File: config.mk
export PLATFORM = sky130hd
export DESIGN_NAME = sensor_spi_port
export DESIGN_NICKNAME = d
export VERILOG_FILES = /design/src/rtl/sspi_pkg.sv /design/src/rtl/sspi_sync.sv /design/src/rtl/sspi_frame.sv /design/src/rtl/sspi_ctrl.sv /design/src/rtl/sspi_src.sv /design/src/rtl/sensor_spi_port.sv
export SDC_FILE = /design/constraint.sdc
export NUM_CORES = 1
export LEC_CHECK = 0
export BUFFER_PORTS_ARGS = -buffer_cell sky130_fd_sc_hd__clkbuf_2
export CAP_MARGIN = 20
export CELL_PAD_IN_SITES_DETAIL_PLACEMENT = 1
export CELL_PAD_IN_SITES_GLOBAL_PLACEMENT = 2
export CORE_MARGIN = 4
export CORE_UTILIZATION = 32
export CTS_CLUSTER_DIAMETER = 100
export DETAILED_ROUTE_END_ITERATION = 7
export PLACE_DENSITY_LB_ADDON = 0.12
export SLEW_MARGIN = 20
export SYNTH_ARGS = -nofsm -noshare
export SYNTH_HDL_FRONTEND = slang
export SYNTH_SLANG_ARGS = --single-unit
export TNS_END_PERCENT = 20
File: constraint.sdc
create_clock -name clk -period 1.65 [get_ports clk]
set_input_delay 0 -clock clk [delete_from_list [all_inputs] [get_ports clk]]
set_output_delay 0 -clock clk [all_outputs]
set_load 0.02 [all_outputs]
File: src/rtl/sspi_pkg.sv
package sspi_pkg;

    localparam int FRAME_BITS = 16;
    localparam int SAMPLE_W   = 12;
    localparam int SRC_W      = 2;
    localparam int LEAD_W     = FRAME_BITS - SRC_W - SAMPLE_W;
    localparam int CNT_W      = $clog2(FRAME_BITS + 1);
    localparam int HOLD_EDGE  = 14;

    // command bit positions decoded by the control logic
    localparam int B_WR     = 15;
    localparam int B_ZERO_A = 14;
    localparam int B_SRC_HI = 11;
    localparam int B_SRC_LO = 10;
    localparam int B_ONE_HI = 9;
    localparam int B_ONE_LO = 8;
    localparam int B_ZERO_B = 5;
    localparam int B_FMT    = 4;

    typedef enum logic [SRC_W-1:0] {
        SRC_RATE  = 2'b00,
        SRC_TEMP  = 2'b01,
        SRC_AUX_A = 2'b10,
        SRC_AUX_B = 2'b11
    } src_e;

    typedef enum logic {
        FMT_TWOS   = 1'b0,
        FMT_OFFSET = 1'b1
    } fmt_e;

    typedef struct packed {
        src_e src;
        fmt_e fmt;
    } cfg_t;

    typedef struct packed {
        logic wr;
        logic legal;
        src_e src;
        fmt_e fmt;
    } cmd_view_t;

    localparam cfg_t CFG_RESET = '{src: SRC_RATE, fmt: FMT_TWOS};

    function automatic cmd_view_t view_cmd(logic [FRAME_BITS-1:0] w);
        cmd_view_t v;
        v.wr    = w[B_WR];
        v.legal = !w[B_ZERO_A] && (w[B_ONE_HI:B_ONE_LO] == 2'b11) && !w[B_ZERO_B];
        v.src   = src_e'(w[B_SRC_HI:B_SRC_LO]);
        v.fmt   = fmt_e'(w[B_FMT]);
        return v;
    endfunction

    function automatic logic [SAMPLE_W-1:0] encode(logic [SAMPLE_W-1:0] raw, fmt_e f);
        logic [SAMPLE_W-1:0] msb_flip;
        msb_flip = {1'b1, {(SAMPLE_W-1){1'b0}}};
        return (f == FMT_OFFSET) ? raw : (raw ^ msb_flip);
    endfunction

    function automatic logic [FRAME_BITS-1:0] make_word(src_e s, logic [SAMPLE_W-1:0] d);
        return {{LEAD_W{1'b0}}, s, d};
    endfunction

endpackage

File: src/rtl/sspi_sync.sv
module sspi_sync #(
    parameter int               WIDTH   = 3,
    parameter int               STAGES  = 2,
    parameter logic [WIDTH-1:0] RST_VAL = '0
) (
    input  logic             clk,
    input  logic             rst,
    input  logic [WIDTH-1:0] async_i,
    output logic [WIDTH-1:0] sync_o
);

    for (genvar b = 0; b < WIDTH; b++) begin : g_bit
        logic [STAGES-1:0] chain_q;

        always_ff @(posedge clk) begin
            if (rst) begin
                chain_q <= {STAGES{RST_VAL[b]}};
            end else begin
                chain_q <= (chain_q << 1) | STAGES'(async_i[b]);
            end
        end

        assign sync_o[b] = chain_q[STAGES-1];
    end

endmodule

File: src/rtl/sspi_frame.sv
module sspi_frame
    import sspi_pkg::*;
(
    input  logic                  clk,
    input  logic                  rst,
    input  logic                  sclk_s,
    input  logic                  seln_s,
    input  logic                  din_s,
    input  logic [FRAME_BITS-1:0] load_word,
    output logic                  sel_fall,
    output logic                  oe,
    output logic                  dout,
    output logic                  hold,
    output logic                  commit,
    output logic [FRAME_BITS-1:0] rx_word
);

    localparam logic [CNT_W-1:0] CNT_FULL = CNT_W'(FRAME_BITS);
    localparam logic [CNT_W-1:0] CNT_LAST = CNT_W'(FRAME_BITS - 1);
    localparam logic [CNT_W-1:0] CNT_HOLD = CNT_W'(HOLD_EDGE - 1);

    logic                  sclk_d, seln_d;
    logic                  active_q, hold_q, commit_q;
    logic [CNT_W-1:0]      cnt_q;
    logic [FRAME_BITS-1:0] tx_sr, rx_sr;
    logic                  sel_rise, edge_take;

    assign sel_fall  = seln_d & ~seln_s;
    assign sel_rise  = ~seln_d & seln_s;
    assign edge_take = sclk_d & ~sclk_s & active_q & (cnt_q != CNT_FULL);

    always_ff @(posedge clk) begin
        if (rst) begin
            sclk_d   <= 1'b1;
            seln_d   <= 1'b1;
            active_q <= 1'b0;
            hold_q   <= 1'b0;
            commit_q <= 1'b0;
            cnt_q    <= '0;
            tx_sr    <= '0;
            rx_sr    <= '0;
        end else begin
            sclk_d   <= sclk_s;
            seln_d   <= seln_s;
            commit_q <= 1'b0;
            if (sel_fall) begin
                active_q <= 1'b1;
                hold_q   <= 1'b1;
                cnt_q    <= '0;
                tx_sr    <= load_word;
            end else if (sel_rise) begin
                active_q <= 1'b0;
                hold_q   <= 1'b0;
            end else if (edge_take) begin
                cnt_q <= cnt_q + CNT_W'(1);
                tx_sr <= {tx_sr[FRAME_BITS-2:0], 1'b0};
                rx_sr <= {rx_sr[FRAME_BITS-2:0], din_s};
                if (cnt_q == CNT_HOLD) hold_q <= 1'b0;
                if (cnt_q == CNT_LAST) commit_q <= 1'b1;
            end
        end
    end

    assign oe      = active_q & (cnt_q != CNT_FULL);
    assign dout    = tx_sr[FRAME_BITS-1];
    assign hold    = hold_q;
    assign commit  = commit_q;
    assign rx_word = rx_sr;

    // the edge count never passes the frame length
    p_cnt_bound_r12: assert property (@(posedge clk) disable iff (rst)
        cnt_q <= CNT_FULL) else $error("edge count overflow");

    // no further shifting once the frame is full
    p_rx_frozen_r12: assert property (@(posedge clk) disable iff (rst)
        (cnt_q == CNT_FULL) |=> $stable(rx_sr)) else $error("shift after 16th edge");

    // commit pulse only with a complete frame
    p_commit_full_r5: assert property (@(posedge clk) disable iff (rst)
        commit_q |-> (cnt_q == CNT_FULL)) else $error("commit on short frame");

    // settled deselect means no drive
    p_idle_quiet_r1: assert property (@(posedge clk) disable iff (rst)
        (seln_s && seln_d) |-> !oe) else $error("drive while deselected");

    // first driven bit is a zero
    p_first_zero_r6: assert property (@(posedge clk) disable iff (rst)
        $rose(oe) |-> !dout) else $error("leading bit not zero");

    // hold starts with select falling
    p_hold_start_r8: assert property (@(posedge clk) disable iff (rst)
        sel_fall |=> hold_q) else $error("hold not raised");

endmodule

File: src/rtl/sspi_ctrl.sv
module sspi_ctrl
    import sspi_pkg::*;
(
    input  logic      clk,
    input  logic      rst,
    input  logic      commit,
    input  cmd_view_t cmd,
    output cfg_t      cfg,
    output logic      fault
);

    cfg_t cfg_q;
    logic fault_q;

    always_ff @(posedge clk) begin
        if (rst) begin
            cfg_q   <= CFG_RESET;
            fault_q <= 1'b0;
        end else if (commit && cmd.wr) begin
            cfg_q.src <= cmd.src;
            cfg_q.fmt <= cmd.fmt;
            if (!cmd.legal) fault_q <= 1'b1;
        end
    end

    assign cfg   = cfg_q;
    assign fault = fault_q;

    // settings move only on a commit pulse
    p_cfg_hold_r5: assert property (@(posedge clk) disable iff (rst)
        !commit |=> $stable(cfg_q)) else $error("config moved without commit");

    // a read frame leaves settings alone
    p_read_keeps_r2: assert property (@(posedge clk) disable iff (rst)
        (commit && !cmd.wr) |=> $stable(cfg_q)) else $error("read frame wrote config");

    // the fault flag is sticky
    p_fault_sticky_r10: assert property (@(posedge clk) disable iff (rst)
        fault_q |=> fault_q) else $error("fault flag cleared");

    // a read frame never raises the flag
    p_read_no_fault_r10: assert property (@(posedge clk) disable iff (rst)
        (!fault_q && !(commit && cmd.wr)) |=> !fault_q) else $error("spurious fault");

endmodule

File: src/rtl/sspi_src.sv
module sspi_src
    import sspi_pkg::*;
(
    input  logic [SAMPLE_W-1:0]   rate_raw,
    input  logic [SAMPLE_W-1:0]   temp_raw,
    input  logic [SAMPLE_W-1:0]   aux_a_raw,
    input  logic [SAMPLE_W-1:0]   aux_b_raw,
    input  cfg_t                  cfg,
    output logic [FRAME_BITS-1:0] word
);

    localparam int N_SRC = 1 << SRC_W;

    logic [SAMPLE_W-1:0] bank [N_SRC];
    logic [SAMPLE_W-1:0] picked;

    assign bank[SRC_RATE]  = rate_raw;
    assign bank[SRC_TEMP]  = temp_raw;
    assign bank[SRC_AUX_A] = aux_a_raw;
    assign bank[SRC_AUX_B] = aux_b_raw;

    assign picked = bank[cfg.src];
    assign word   = make_word(cfg.src, encode(picked, cfg.fmt));

endmodule

File: src/rtl/sensor_spi_port.sv
module sensor_spi_port
    import sspi_pkg::*;
#(
    parameter int SYNC_STAGES = 2
) (
    input  logic                clk,
    input  logic                rst,
    input  logic                ser_clk,
    input  logic                ser_sel_n,
    input  logic                ser_in,
    input  logic [SAMPLE_W-1:0] rate_raw,
    input  logic [SAMPLE_W-1:0] temp_raw,
    input  logic [SAMPLE_W-1:0] aux_a_raw,
    input  logic [SAMPLE_W-1:0] aux_b_raw,
    output logic                ser_out,
    output logic                ser_out_en,
    output logic                sample_hold,
    output logic                cmd_fault
);

    logic [2:0]            pins_s;
    logic                  sel_fall, commit;
    logic [FRAME_BITS-1:0] src_word, rx_word;
    cmd_view_t             cmd_view;
    cfg_t                  cfg;

    sspi_sync #(
        .WIDTH   (3),
        .STAGES  (SYNC_STAGES),
        .RST_VAL (3'b110)
    ) u_sync (
        .clk     (clk),
        .rst     (rst),
        .async_i ({ser_clk, ser_sel_n, ser_in}),
        .sync_o  (pins_s)
    );

    sspi_frame u_frame (
        .clk       (clk),
        .rst       (rst),
        .sclk_s    (pins_s[2]),
        .seln_s    (pins_s[1]),
        .din_s     (pins_s[0]),
        .load_word (src_word),
        .sel_fall  (sel_fall),
        .oe        (ser_out_en),
        .dout      (ser_out),
        .hold      (sample_hold),
        .commit    (commit),
        .rx_word   (rx_word)
    );

    assign cmd_view = view_cmd(rx_word);

    sspi_ctrl u_ctrl (
        .clk    (clk),
        .rst    (rst),
        .commit (commit),
        .cmd    (cmd_view),
        .cfg    (cfg),
        .fault  (cmd_fault)
    );

    sspi_src u_src (
        .rate_raw  (rate_raw),
        .temp_raw  (temp_raw),
        .aux_a_raw (aux_a_raw),
        .aux_b_raw (aux_b_raw),
        .cfg       (cfg),
        .word      (src_word)
    );

    // the word loads at the select edge, so a new frame starts driven
    p_load_on_fall_r7: assert property (@(posedge clk) disable iff (rst)
        sel_fall |=> ser_out_en) else $error("frame did not start");

endmodule

==> results of run 1 <==
timing repair:
item / 4_1_cts / 5_1_grt
gates cloned: 2 / 0
setup buffers: 0 / 3
resized for setup: 7 / 21
endpoints found under the setup margin: 15 / 30
pin swaps: 2 / 5
hold endpoints to repair: 3 / 0
hold buffers: 3 / 0
cells by family after synthesis:
kind of cell | Yosys count | share of synthesized area (%)
compound gates | 62 | 18.55
xor+xnor | 5 | 1.718
fa+ha+maj | 7 | 3.435
buf+inv | 26 | 6.231
flops | 52 | 40.82
mux | 25 | 10.30
simple gates | 95 | 18.94
state kept, by name, summed over array words and instances, names as in the netlist:
signal and flops:
u_ctrl.cfg 3, u_frame.commit 1, u_frame.active_q 1, u_frame.seln_d 1, u_frame.sclk_d 1, u_frame.tx_sr 16
u_frame.rx_word 16, u_frame.hold 1, u_ctrl.fault 1, u_sync.g_bit.chain_q 6, u_frame.cnt_q 5
power by group:
| part | leakage [nW] | internal, W | total [W] | switching (W) |
|---|---|---|---|---|
| registers | 0.421 | 0.00128 | 0.00130 | 0.0000164 |
| logic | 0.737 | 0.000128 | 0.000250 | 0.000123 |
| clock network | 0.0455 | 0.000343 | 0.000739 | 0.000396 |
per-stage QoR:
stage          area (µm²)  setup TNS [ps]  total power, W
5_1_grt              3358          -241.2        0.002429
6_report             3358               0        0.002288
3_5_place_dp         3045          -546.5        0.001550
2_1_floorplan        2550               0        0.001452
3_3_place_gp         3045          -20.58        0.001543
4_1_cts              3226          -32.46        0.002313
cell type report:
cell class	count	area share, %
multi-input cells	196	44.78
repair buffers	83	16.88
flip-flops and latches	52	31.07
clock buffers	8	2.683
inverters	7	0.7824
well taps	102	3.800
worst max-delay path: cells and delay by family (launching register included):
family                   cells  cell delay [ps]
buffers and inverters        3              360
AND/OR/NAND/NOR              1               90
AO/OA/AOI/OAI                2              490
flip-flops                   1              370
adder cells (fa/ha/maj)      1              200
cell usage in the layout, fill, tap and decap left out, types with 4 or more instances in the layout:
master	netlist	final
nand2b_1	4	4
o22ai_2	0	7
nand3_1	7	7
inv_1	6	5
nand2_1	33	32
buf_4	3	17
a211oi_2	7	10
clkbuf_8	0	6
nand2_2	10	11
dfxtp_1	52	50
ha_1	7	4
nor2_1	21	21
buf_12	1	5
a21oi_2	10	10
clkbuf_2	0	55
mux2i_1	24	24
a21oi_1	24	24
or2_2	7	7
layer usage:
layer / vias to the layer above / GRT usage [%] / routed length [µm]
li1: 1092 / - / -
met1: 1035 / 19.15 / 3175
met2: 46 / 21.02 / 2869
met3: 5 / 3.374 / 370
met4: 0 / 3.834 / 74
met5: - / 0 / 0
final timing paths:
path / from / endpoint / slack, ps / cells after the start
setup / recovery: u_sync.g_bit[1].chain_q[1] / u_frame.tx_sr[11] / 60 / 7
hold reg to reg: u_sync.g_bit[2].chain_q[0] / u_sync.g_bit[2].chain_q[1] / 420 / 1
setup reg to reg: u_sync.g_bit[1].chain_q[1] / u_frame.tx_sr[11] / 60 / 7
hold / removal: rst / u_frame.tx_sr[15] / 90 / 3
==> reports/summary.txt, run 1 <==
Synth area leaders = dfxtp_1 (41%), mux2i_1 (9.4%), nand2_1 (4.9%)
Die Span Y = 97.27 µm
Most frequent cell after synthesis = dfxtp_1
Min cycle time layout = 1592 ps
CP required = 1860 ps
Register area share after synthesis = 40.82%
Die area = 9460 µm²
EDFF count, synth = 0
Post-DP HPWL = 4.507 mm
PortBufs = 56
Worst-Skew Late Latency = 300 ps
Yosys top cell area share = 40.82%
Top cells by count, synth = dfxtp_1 (52), nand2_1 (33), a21oi_1 (24), mux2i_1 (24), nor2_1 (21)
Boundary Pins = 57
Crit path cell chain = inv_1 -> ha_2 -> buf_6 -> nand2b_1 -> buf_12 -> o22a_1 -> a311oi_2
Routed via count = 2178
Initial core utilization = 33.00%
Setup slack at placement = -93.46 ps
Fmax achieved = 628.0 MHz
Clock slew seen by the registers of the worst setup and hold paths = 90 ps
Layout cells sized above 1 = 42.49%
Clock tree buffer depth = 2
Nets@finish = 405
Worst hold-check path type = in -> reg
Critical path class = reg -> reg
Seq cells post-synth = 52
Crit end category = register
Async set-reset flop share out of synthesis = 0%
Slew HR = 68.38%
GPL Wtd Cong = 0.7329
Final Worst Setup Slack = 57.62 ps
Storage cell area = 1044 µm²
Drt drc = 0
Initial antenna violation count = 0
Number of global-route vias before repair = 2195
Final hold viol count = 0
Drt pass-1 iters = 4
TritonCTS Buffers = 5
Number of fill cells = 915
Total grt overflow = 0
Die span in x = 97.27 µm
Post-Syn Instances = 272
Outcome = finished, final reports clean
WL/cell = 14.49 µm
Synthesized Nets = 332
Leading area contributor after synthesis = dfxtp_1
DRT antenna net count = 0
Startpoint types = register
Data arrival time of the critical path = 1810 ps
PwrDens = 681.3 nW/µm²
Worst-path maximum fanout = 11
Root Buffer = clkbuf_8
Count of final setup violators = 0
Fin util = 43.46%
Largest net degree at the start of global routing = 30
H-tree Lvls = 2
Synthesized area = 2550 µm²
Final Max Tran Viols = 0
Core area = 7727 µm²
Ys Warns = 0
Via-to-Cell Ratio = 4.862
Max Cap Viol = 0
Clk sink count = 52
Count of different cell masters after synthesis = 41
Area of the multi-input gates = 1504 µm²
Slew of the pin with the lowest slew margin = 473.6 ps
Final Non-Filler Cells = 448
GRT Total Usage = 13.70%
Crit-path slowest cell = dfxtp_2
Cell total after placement = 432
Starting DRT DRC Count = 87
Slowest stage delay, CP = 370 ps
Period Utilization, post-route = 96.51%
Most used DFF post-synth = dfxtp_1
Diode count = 0
Leakage = 1.203 nW
Synth-to-Final Area Change = 31.70%
Num rows = 32
Hold Slack = 93.17 ps
First-pass GRT wire length = 10.89 mm
Syn avg cell area = 9.375 µm²
Final Skew = 4.135 ps
VDD IR max = 0.2783 mV
Detailed Route WL = 6.490 mm
Unrepaired setup endpoints after global routing = yes
CTS tree = built
(Power assumes the default switching activity.)
==> run 2, diff against run 1 <==
--- a/config.mk
+++ b/config.mk
@@ -10,12 +10,13 @@
 export CELL_PAD_IN_SITES_DETAIL_PLACEMENT = 1
 export CELL_PAD_IN_SITES_GLOBAL_PLACEMENT = 2
 export CORE_MARGIN = 4
-export CORE_UTILIZATION = 32
+export CORE_UTILIZATION = 31
 export CTS_CLUSTER_DIAMETER = 100
 export DETAILED_ROUTE_END_ITERATION = 7
 export PLACE_DENSITY_LB_ADDON = 0.12
 export SLEW_MARGIN = 20
 export SYNTH_ARGS = -nofsm -noshare
 export SYNTH_HDL_FRONTEND = slang
+export SYNTH_HIERARCHICAL = 1
 export SYNTH_SLANG_ARGS = --single-unit
 export TNS_END_PERCENT = 20
==> constraint.sdc (replaced) <==
create_clock -name clk -period 1.4 [get_ports clk]
set_input_delay 0 -clock clk [delete_from_list [all_inputs] [get_ports clk]]
set_output_delay 0 -clock clk [all_outputs]
set_load 0.02 [all_outputs]
==> reports/summary.txt, run 2 <==
Post-Syn Instances = 256 (was 272)
Core area = 8721 µm² (was 7727 µm²)
Min cycle time layout = 1633 ps (was 1592 ps)
Syn avg cell area = 10.84 µm² (was 9.375 µm²)
CP delay by family, top = multiplexers (was compound AO/OA/AOI/OAI gates)
Unrepaired setup endpoints after global routing = yes (unchanged)
CTS tree = built (unchanged)
Nets@finish = 397 (was 405)
Top cells by count, synth = dfxtp_1 (52), mux2i_1 (34), nand2b_1 (19), nor2b_1 (19), nor2_1 (17) (was dfxtp_1 (52), nand2_1 (33), a21oi_1 (24), mux2i_1 (24), nor2_1 (21))
Worst reg2reg endpoint = u_frame/tx_sr[2] (was u_frame.tx_sr[11])
Via-to-Cell Ratio = 4.658 (was 4.862)
Final Max Tran Viols = 0 (unchanged)
Number of global-route vias before repair = 2214 (was 2195)
Die span in x = 102.6 µm (was 97.27 µm)
VDD IR max = 0.3746 mV (was 0.2783 mV)
Clock slew seen by the registers of the worst setup and hold paths = 100 ps (was 90 ps)
Total grt overflow = 0 (unchanged)
Most common cell after layout, fill and taps aside = clkbuf_2 (unchanged)
Startpoint types = register (unchanged)
PortBufs = 56 (unchanged)
Drt pass-1 iters = 4 (unchanged)
Initial core utilization = 31.82% (was 33.00%)
CP bufs+invs = 1 (was 3)
Synth-to-Final Area Change = 30.97% (was 31.70%)
Leading area contributor after synthesis = dfxtp_1 (unchanged)
Post-DP HPWL = 4.620 mm (was 4.507 mm)
Synthesized area = 2775 µm² (was 2550 µm²)
Die Span Y = 102.6 µm (was 97.27 µm)
GPL Wtd Cong = 0.7136 (was 0.7329)
Final Skew = 8.229 ps (was 4.135 ps)
Starting DRT DRC Count = 41 (was 87)
Crit end category = register (unchanged)
Fmax achieved = 612.5 MHz (was 628.0 MHz)
Hold EP = u_ctrl/cfg[0] (was u_frame.tx_sr[15])
H-tree Lvls = 2 (unchanged)
Count of different cell masters after synthesis = 41 (unchanged)
PwrDens = 721.4 nW/µm² (was 681.3 nW/µm²)
Ys Warns = 6 (was 0)
Boundary Pins = 57 (unchanged)
Most used DFF post-synth = dfxtp_1 (unchanged)
Largest net degree at the start of global routing = 19 (was 30)
Final Worst Setup Slack = -232.6 ps (was 57.62 ps)
Data arrival time of the critical path = 1830 ps (was 1810 ps)
Max Cap Viol = 0 (unchanged)
Initial antenna violation count = 0 (unchanged)
Worst-path maximum fanout = 10 (was 11)
Count of final setup violators = 18 (was 0)
Die area = 10530 µm² (was 9460 µm²)
Seq cells post-synth = 52 (unchanged)
Crit-path slowest cell = mux4_2 (was dfxtp_2)
RR Startpoint = u_ctrl/cfg[1] (was u_sync.g_bit[1].chain_q[1])
Yosys top cell area share = 37.51% (was 40.82%)
Hold path startpoint = rst (unchanged)
Clk sink count = 52 (unchanged)
Outcome = finished with violations (was finished, final reports clean)
Leakage = 1.458 nW (was 1.203 nW)
Drt drc = 0 (unchanged)
Root Buffer = clkbuf_8 (unchanged)
Worst hold-check path type = in -> reg (unchanged)
First-pass GRT wire length = 10.45 mm (was 10.89 mm)
Worst-Skew Late Latency = 300 ps (about the same)
Clock tree buffer depth = 2 (unchanged)
Worst-case reg-to-reg path depth = 5 (was 7)
Period Utilization, post-route = 116.6% (was 96.51%)
Detailed Route WL = 6.160 mm (was 6.490 mm)
DRT antenna net count = 0 (unchanged)
Commonest non-fill, non-tap cells in the layout = clkbuf_2 (56), dfxtp_1 (47), mux2i_1 (34) (was clkbuf_2 (55), dfxtp_1 (50), nand2_1 (32))
Async set-reset flop share out of synthesis = 0% (unchanged)
Failing checks = setup timing
Register area share after synthesis = 37.51% (was 40.82%)
Final hold viol count = 0 (unchanged)
Critical path class = reg -> reg (unchanged)
EDFF count, synth = 0 (unchanged)
WL/cell = 13.84 µm (was 14.49 µm)
Crit path cell chain = buf_12 -> mux4_2 -> mux2i_1 -> nor2_1 -> mux2_4 (was inv_1 -> ha_2 -> buf_6 -> nand2b_1 -> buf_12 -> o22a_1 -> a311oi_2)
Synth area leaders = dfxtp_1 (38%), mux2i_1 (12%), mux4_2 (8.9%) (was dfxtp_1 (41%), mux2i_1 (9.4%), nand2_1 (4.9%))
Hold Slack = 187.9 ps (was 93.17 ps)
Num rows = 34 (was 32)
CP required = 1600 ps (was 1860 ps)
Register-to-register setup slack = -230 ps (was 60 ps)
Final Cell Area = 3635 µm² (was 3358 µm²)
Slowest stage delay, CP = 510 ps (was 370 ps)
Post-DP Area = 3423 µm² (was 3045 µm²)
Most frequent cell after synthesis = dfxtp_1 (unchanged)
Depth of the worst hold-timing path = 2 (was 3)
Diode count = 0 (unchanged)
Routed via count = 2073 (was 2178)
GRT Total Usage = 12.61% (was 13.70%)
Layout cells sized above 1 = 45.40% (was 42.49%)
TritonCTS Buffers = 5 (unchanged)
==> run 2: changes by cell type in the layout (fill, tap and decap cells not counted), moves of 11 or more <==
cell	delta
a21oi_1	-16
buf_4	+11
mux2_4	+12
nand2_1	-30
nand2_2	-11
nand2b_1	+15
nor2b_1	+15
==> run 2: what timing repair did <==
action	in CTS	in global routing
resized for setup	14	9
pin swaps	1	0
hold buffers	3	0
hold endpoints to repair	3	0
buffers inserted	0	1
endpoints found under the setup margin	39	40
==> run 2: logic make-up after synthesis <==
family          share of synthesized area, %
buf+inv                                6.447
compound gates                         4.734
xor+xnor                              0.3157
other cells                           0.1351
simple gates                           19.48
fa+ha+maj                              3.156
mux                                    28.22
flops                                  37.51
==> run 2: where the power goes <==
group | internal (W) | leakage, nW | total [W] | switching [W]
clock network | 0.000341 | 0.0400 | 0.000852 | 0.000511
registers | 0.00149 | 0.422 | 0.00150 | 0.00000789
logic | 0.000166 | 0.996 | 0.000273 | 0.000107
total | 0.00200 | 1.46 | 0.00262 | 0.000626
==> run 2: worst max path at each step <==
stage                          startpoint                end  slack (ps)  depth (start not counted)
2_1_floorplan  u_sync/g_bit[1].chain_q[1]  u_frame/tx_sr[10]        -180                          6
3_3_place_gp                u_ctrl/cfg[1]  u_frame/tx_sr[11]        -240                          5
3_5_place_dp                u_ctrl/cfg[1]   u_frame/tx_sr[2]        -260                          5
4_1_cts                     u_ctrl/cfg[1]   u_frame/tx_sr[2]        -250                          5
5_1_grt                     u_ctrl/cfg[1]   u_frame/tx_sr[4]        -320                          5
6_report                    u_ctrl/cfg[1]   u_frame/tx_sr[2]        -230                          5
==> run 2: final cells by class <==
class | count | area [µm²]
Multi-Input combinational cell | 176 | 1697
Clock buffer | 5 | 68.82
Tap cell | 108 | 135.1
Inverter | 9 | 33.78
Clock inverter | 2 | 12.51
Timing Repair Buffer | 93 | 635.6
Fill cell | 960 | 5086
Sequential cell | 52 | 1052
==> run 2: stage by stage <==
| step | total power (W) | TNS (ps) | util [%] | std cells | worst slack, ps |
|---|---|---|---|---|---|
| global route | 0.002768 | -4590 | 41.68 | 445 | -322.6 |
| detailed placement | 0.001797 | -3624 | 39.25 | 434 | -260.9 |
| CTS | 0.002667 | -3066 | 41.09 | 444 | -246.9 |
| floorplan | 0.001675 | -2773 | - | 257 | -177.8 |
| global placement | 0.001794 | -3397 | 39.25 | 434 | -237.1 |
| finish | 0.002622 | -3010 | 41.68 | 445 | -232.6 |
==> run 2: metal layers <==
layer  GRT usage [%]  vias up  wire [µm]
met5               0        -          0
met4           4.238        0         99
met1           15.94      986       2823
met2           21.30       29       3057
li1                -     1049          -
met3           2.706        9        179
==> run 3, diff against run 2 <==
--- a/config.mk
+++ b/config.mk
@@ -5,12 +5,13 @@
 export SDC_FILE = /design/constraint.sdc
 export NUM_CORES = 1
 export LEC_CHECK = 0
+export ABC_AREA = 1
 export BUFFER_PORTS_ARGS = -buffer_cell sky130_fd_sc_hd__clkbuf_2
 export CAP_MARGIN = 20
 export CELL_PAD_IN_SITES_DETAIL_PLACEMENT = 1
 export CELL_PAD_IN_SITES_GLOBAL_PLACEMENT = 2
 export CORE_MARGIN = 4
-export CORE_UTILIZATION = 31
+export CORE_UTILIZATION = 27
 export CTS_CLUSTER_DIAMETER = 100
 export DETAILED_ROUTE_END_ITERATION = 7
 export PLACE_DENSITY_LB_ADDON = 0.12
==> reports/summary.txt, run 3 <==
Outcome = finished, final reports clean (was finished with violations)
Leakage = 1.571 nW (was 1.458 nW)
Die area = 11730 µm² (was 10530 µm²)
Seq cells post-synth = 52 (unchanged)
Root Buffer = clkbuf_8 (unchanged)
Synth-to-Final Area Change = 36.07% (was 30.97%)
Count of final setup violators = 0 (was 18)
Cell total after placement = 577 (was 434)
Drt drc = 0 (unchanged)
Worst-path maximum fanout = 6 (was 10)
Most common cell after layout, fill and taps aside = nand2_1 (was clkbuf_2)
Final Max Tran Viols = 0 (unchanged)
Top cells by count, synth = nand2_1 (93), nor2_1 (55), dfxtp_1 (52), a21oi_1 (28), nand3_1 (28) (was dfxtp_1 (52), mux2i_1 (34), nand2b_1 (19), nor2b_1 (19), nor2_1 (17))
Post-Syn Instances = 385 (was 256)
Final Non-Filler Cells = 594 (was 445)
Clk sink count = 52 (unchanged)
Min cycle time layout = 1397 ps (was 1633 ps)
PortBufs = 56 (unchanged)
Setup slack at placement = -54.47 ps (was -260.9 ps)
Final hold viol count = 0 (unchanged)
Num rows = 36 (was 34)
Slowest stage delay, CP = 390 ps (was 510 ps)
Crit end category = register (unchanged)
Register area share after synthesis = 38.32% (was 37.51%)
Ys Warns = 6 (unchanged)
Critical path class = reg -> reg (unchanged)
GPL Wtd Cong = 0.7291 (was 0.7136)
Startpoint types = register (unchanged)
Diode count = 0 (unchanged)
Core area = 9774 µm² (was 8721 µm²)
Yosys top cell area share = 38.32% (was 37.51%)
Hold Slack = 92.63 ps (was 187.9 ps)
DRT antenna net count = 0 (unchanged)
Clock tree buffer depth = 2 (unchanged)
H-tree Lvls = 2 (unchanged)
Layout cells sized above 1 = 34.92% (was 45.40%)
First-pass GRT wire length = 12.61 mm (was 10.45 mm)
Drt pass-1 iters = 4 (unchanged)
CP required = 1650 ps (was 1600 ps)
Data arrival time of the critical path = 1650 ps (was 1830 ps)
TritonCTS Buffers = 5 (unchanged)
Post-DP HPWL = 5.701 mm (was 4.620 mm)
Number of global-route vias before repair = 2678 (was 2214)
Die Span Y = 108.3 µm (was 102.6 µm)
CTS tree = built (unchanged)
Synthesized area = 2716 µm² (was 2775 µm²)
Crit path cell chain = inv_6 -> clkbuf_16 -> nor2_1 -> o22ai_1 -> nand2_1 -> a21boi_2 -> nand3_1 -> nand2_1 -> nor2_1 (was buf_12 -> mux4_2 -> mux2i_1 -> nor2_1 -> mux2_4)
Most used DFF post-synth = dfxtp_1 (unchanged)
VDD IR max = 0.4470 mV (was 0.3746 mV)
Worst hold-check path type = in -> reg (unchanged)
Crit-path slowest cell = dfxtp_4 (was mux4_2)
Via-to-Cell Ratio = 4.498 (was 4.658)
Commonest non-fill, non-tap cells in the layout = nand2_1 (90), clkbuf_2 (55), dfxtp_1 (46) (was clkbuf_2 (56), dfxtp_1 (47), mux2i_1 (34))
Total grt overflow = 0 (unchanged)
Max Cap Viol = 0 (unchanged)
Initial antenna violation count = 0 (unchanged)
Count of different cell masters after synthesis = 26 (was 41)
Die span in x = 108.3 µm (was 102.6 µm)
GRT Total Usage = 13.25% (was 12.61%)
Worst-Skew Late Latency = 310 ps (was 300 ps)
Period Utilization, post-route = 99.76% (was 116.6%)
Most frequent cell after synthesis = nand2_1 (was dfxtp_1)
Initial core utilization = 27.79% (was 31.82%)
Async set-reset flop share out of synthesis = 0% (unchanged)
Fmax achieved = 716.0 MHz (was 612.5 MHz)
Nets@finish = 520 (was 397)
Detailed Route WL = 8.008 mm (was 6.160 mm)
Clock slew seen by the registers of the worst setup and hold paths = 110 ps (was 100 ps)
Largest net degree at the start of global routing = 27 (was 19)
Leading area contributor after synthesis = dfxtp_1 (unchanged)
Routed via count = 2672 (was 2073)
PwrDens = 779.0 nW/µm² (was 721.4 nW/µm²)
Starting DRT DRC Count = 54 (was 41)
Synth area leaders = dfxtp_1 (38%), nand2_1 (13%), nor2_1 (7.6%) (was dfxtp_1 (38%), mux2i_1 (12%), mux4_2 (8.9%))
WL/cell = 13.48 µm (was 13.84 µm)
Final Worst Setup Slack = 3.344 ps (was -232.6 ps)
Syn avg cell area = 7.055 µm² (was 10.84 µm²)
EDFF count, synth = 0 (unchanged)
Unrepaired setup endpoints after global routing = yes (unchanged)
Boundary Pins = 57 (unchanged)
Final Skew = 7.480 ps (was 8.229 ps)
-- run 3: cell count changes after synthesis, sizes merged, moves of 11 or more --
cell and delta:
a21oi +19, o21ai +22, nand2b -19, mux4 -12, a21boi +16, nand3 +24
mux2 -15, nand2 +95, nor2b -19, inv +19, o22ai +11, nor2 +47
mux2i -34
-- run 3: worst max-delay path, delay by kind of cell (launching register included) --
kind	cells	cell delay, ps
AO/OA/AOI/OAI	2	350
buffers and inverters	2	240
flip-flops	1	390
AND/OR/NAND/NOR	5	350
-- run 3: what timing repair did --
item                                    4_1_cts  5_1_grt
endpoints found under the setup margin       15       38
hold buffers                                  3        0
pin swaps                                     0       22
gates cloned                                  0        4
buffers inserted                              0        2
endpoints found under the hold margin         3        0
gates resized for setup                       9       69
-- run 3: kinds of logic (layout without fill, tap and decap cells) --
family          Yosys count  count (layout)  synth area share [%]
simple gates            191             191                 30.45
other cells               1               2                0.1381
flops                    52              52                 38.32
compound gates           80              80                 16.72
fa+ha+maj                 7               7                 3.224
buf+inv                  54             129                 11.15
-- run 3: report_power, final --
| part | internal (W) | switching (W) | leakage, nW |
|---|---|---|---|
| logic | 0.000192 | 0.000200 | 1.10 |
| clock network | 0.000379 | 0.000565 | 0.0511 |
| registers | 0.00152 | 0.0000266 | 0.424 |
-- run 3: through the flow --
step                TNS, ps  power [W]  instance area (µm²)  utilization [%]
floorplan                 0   0.001764                 2729                -
global placement     -35.47   0.001909                 3242            33.17
detailed placement   -88.96   0.001914                 3242            33.17
CTS                  -1.975   0.002906                 3386            34.64
global route         -524.6   0.003057                 3696            37.81
finish                    0   0.002879                 3696            37.81
-- run 3: path summary, 6_finish.rpt --
| kind | start | end | slack, ps | cells past startpoint |
|---|---|---|---|---|
| max reg2reg | u_ctrl/cfg[1] | u_frame/tx_sr[8] | 3 | 9 |
| max | u_ctrl/cfg[1] | u_frame/tx_sr[8] | 3 | 9 |
| min reg2reg | u_sync/g_bit[2].chain_q[0] | u_sync/g_bit[2].chain_q[1] | 420 | 2 |
| min | rst | u_frame/rx_word[12] | 90 | 3 |
-- run 3: cell type report --
type	instances	area [µm²]
fill	1255	6078
tap	133	166.4
timing repair inverter	1	8.758
sequential	52	1051
clock buffer	5	68.82
timing repair buffer	90	668.1
clock inverter	3	28.78
multi-input combinational	280	1560
inverter	30	143.9
-- run 3: per-layer routing --
| layer | routed length [µm] | vias to the layer above | track usage [%] |
|---|---|---|---|
| met5 | 0 | - | 0 |
| met3 | 378 | 6 | 2.746 |
| li1 | - | 1381 | - |
| met2 | 3975 | 48 | 23.93 |
| met4 | 82 | 0 | 3.517 |
| met1 | 3571 | 1237 | 15.90 |
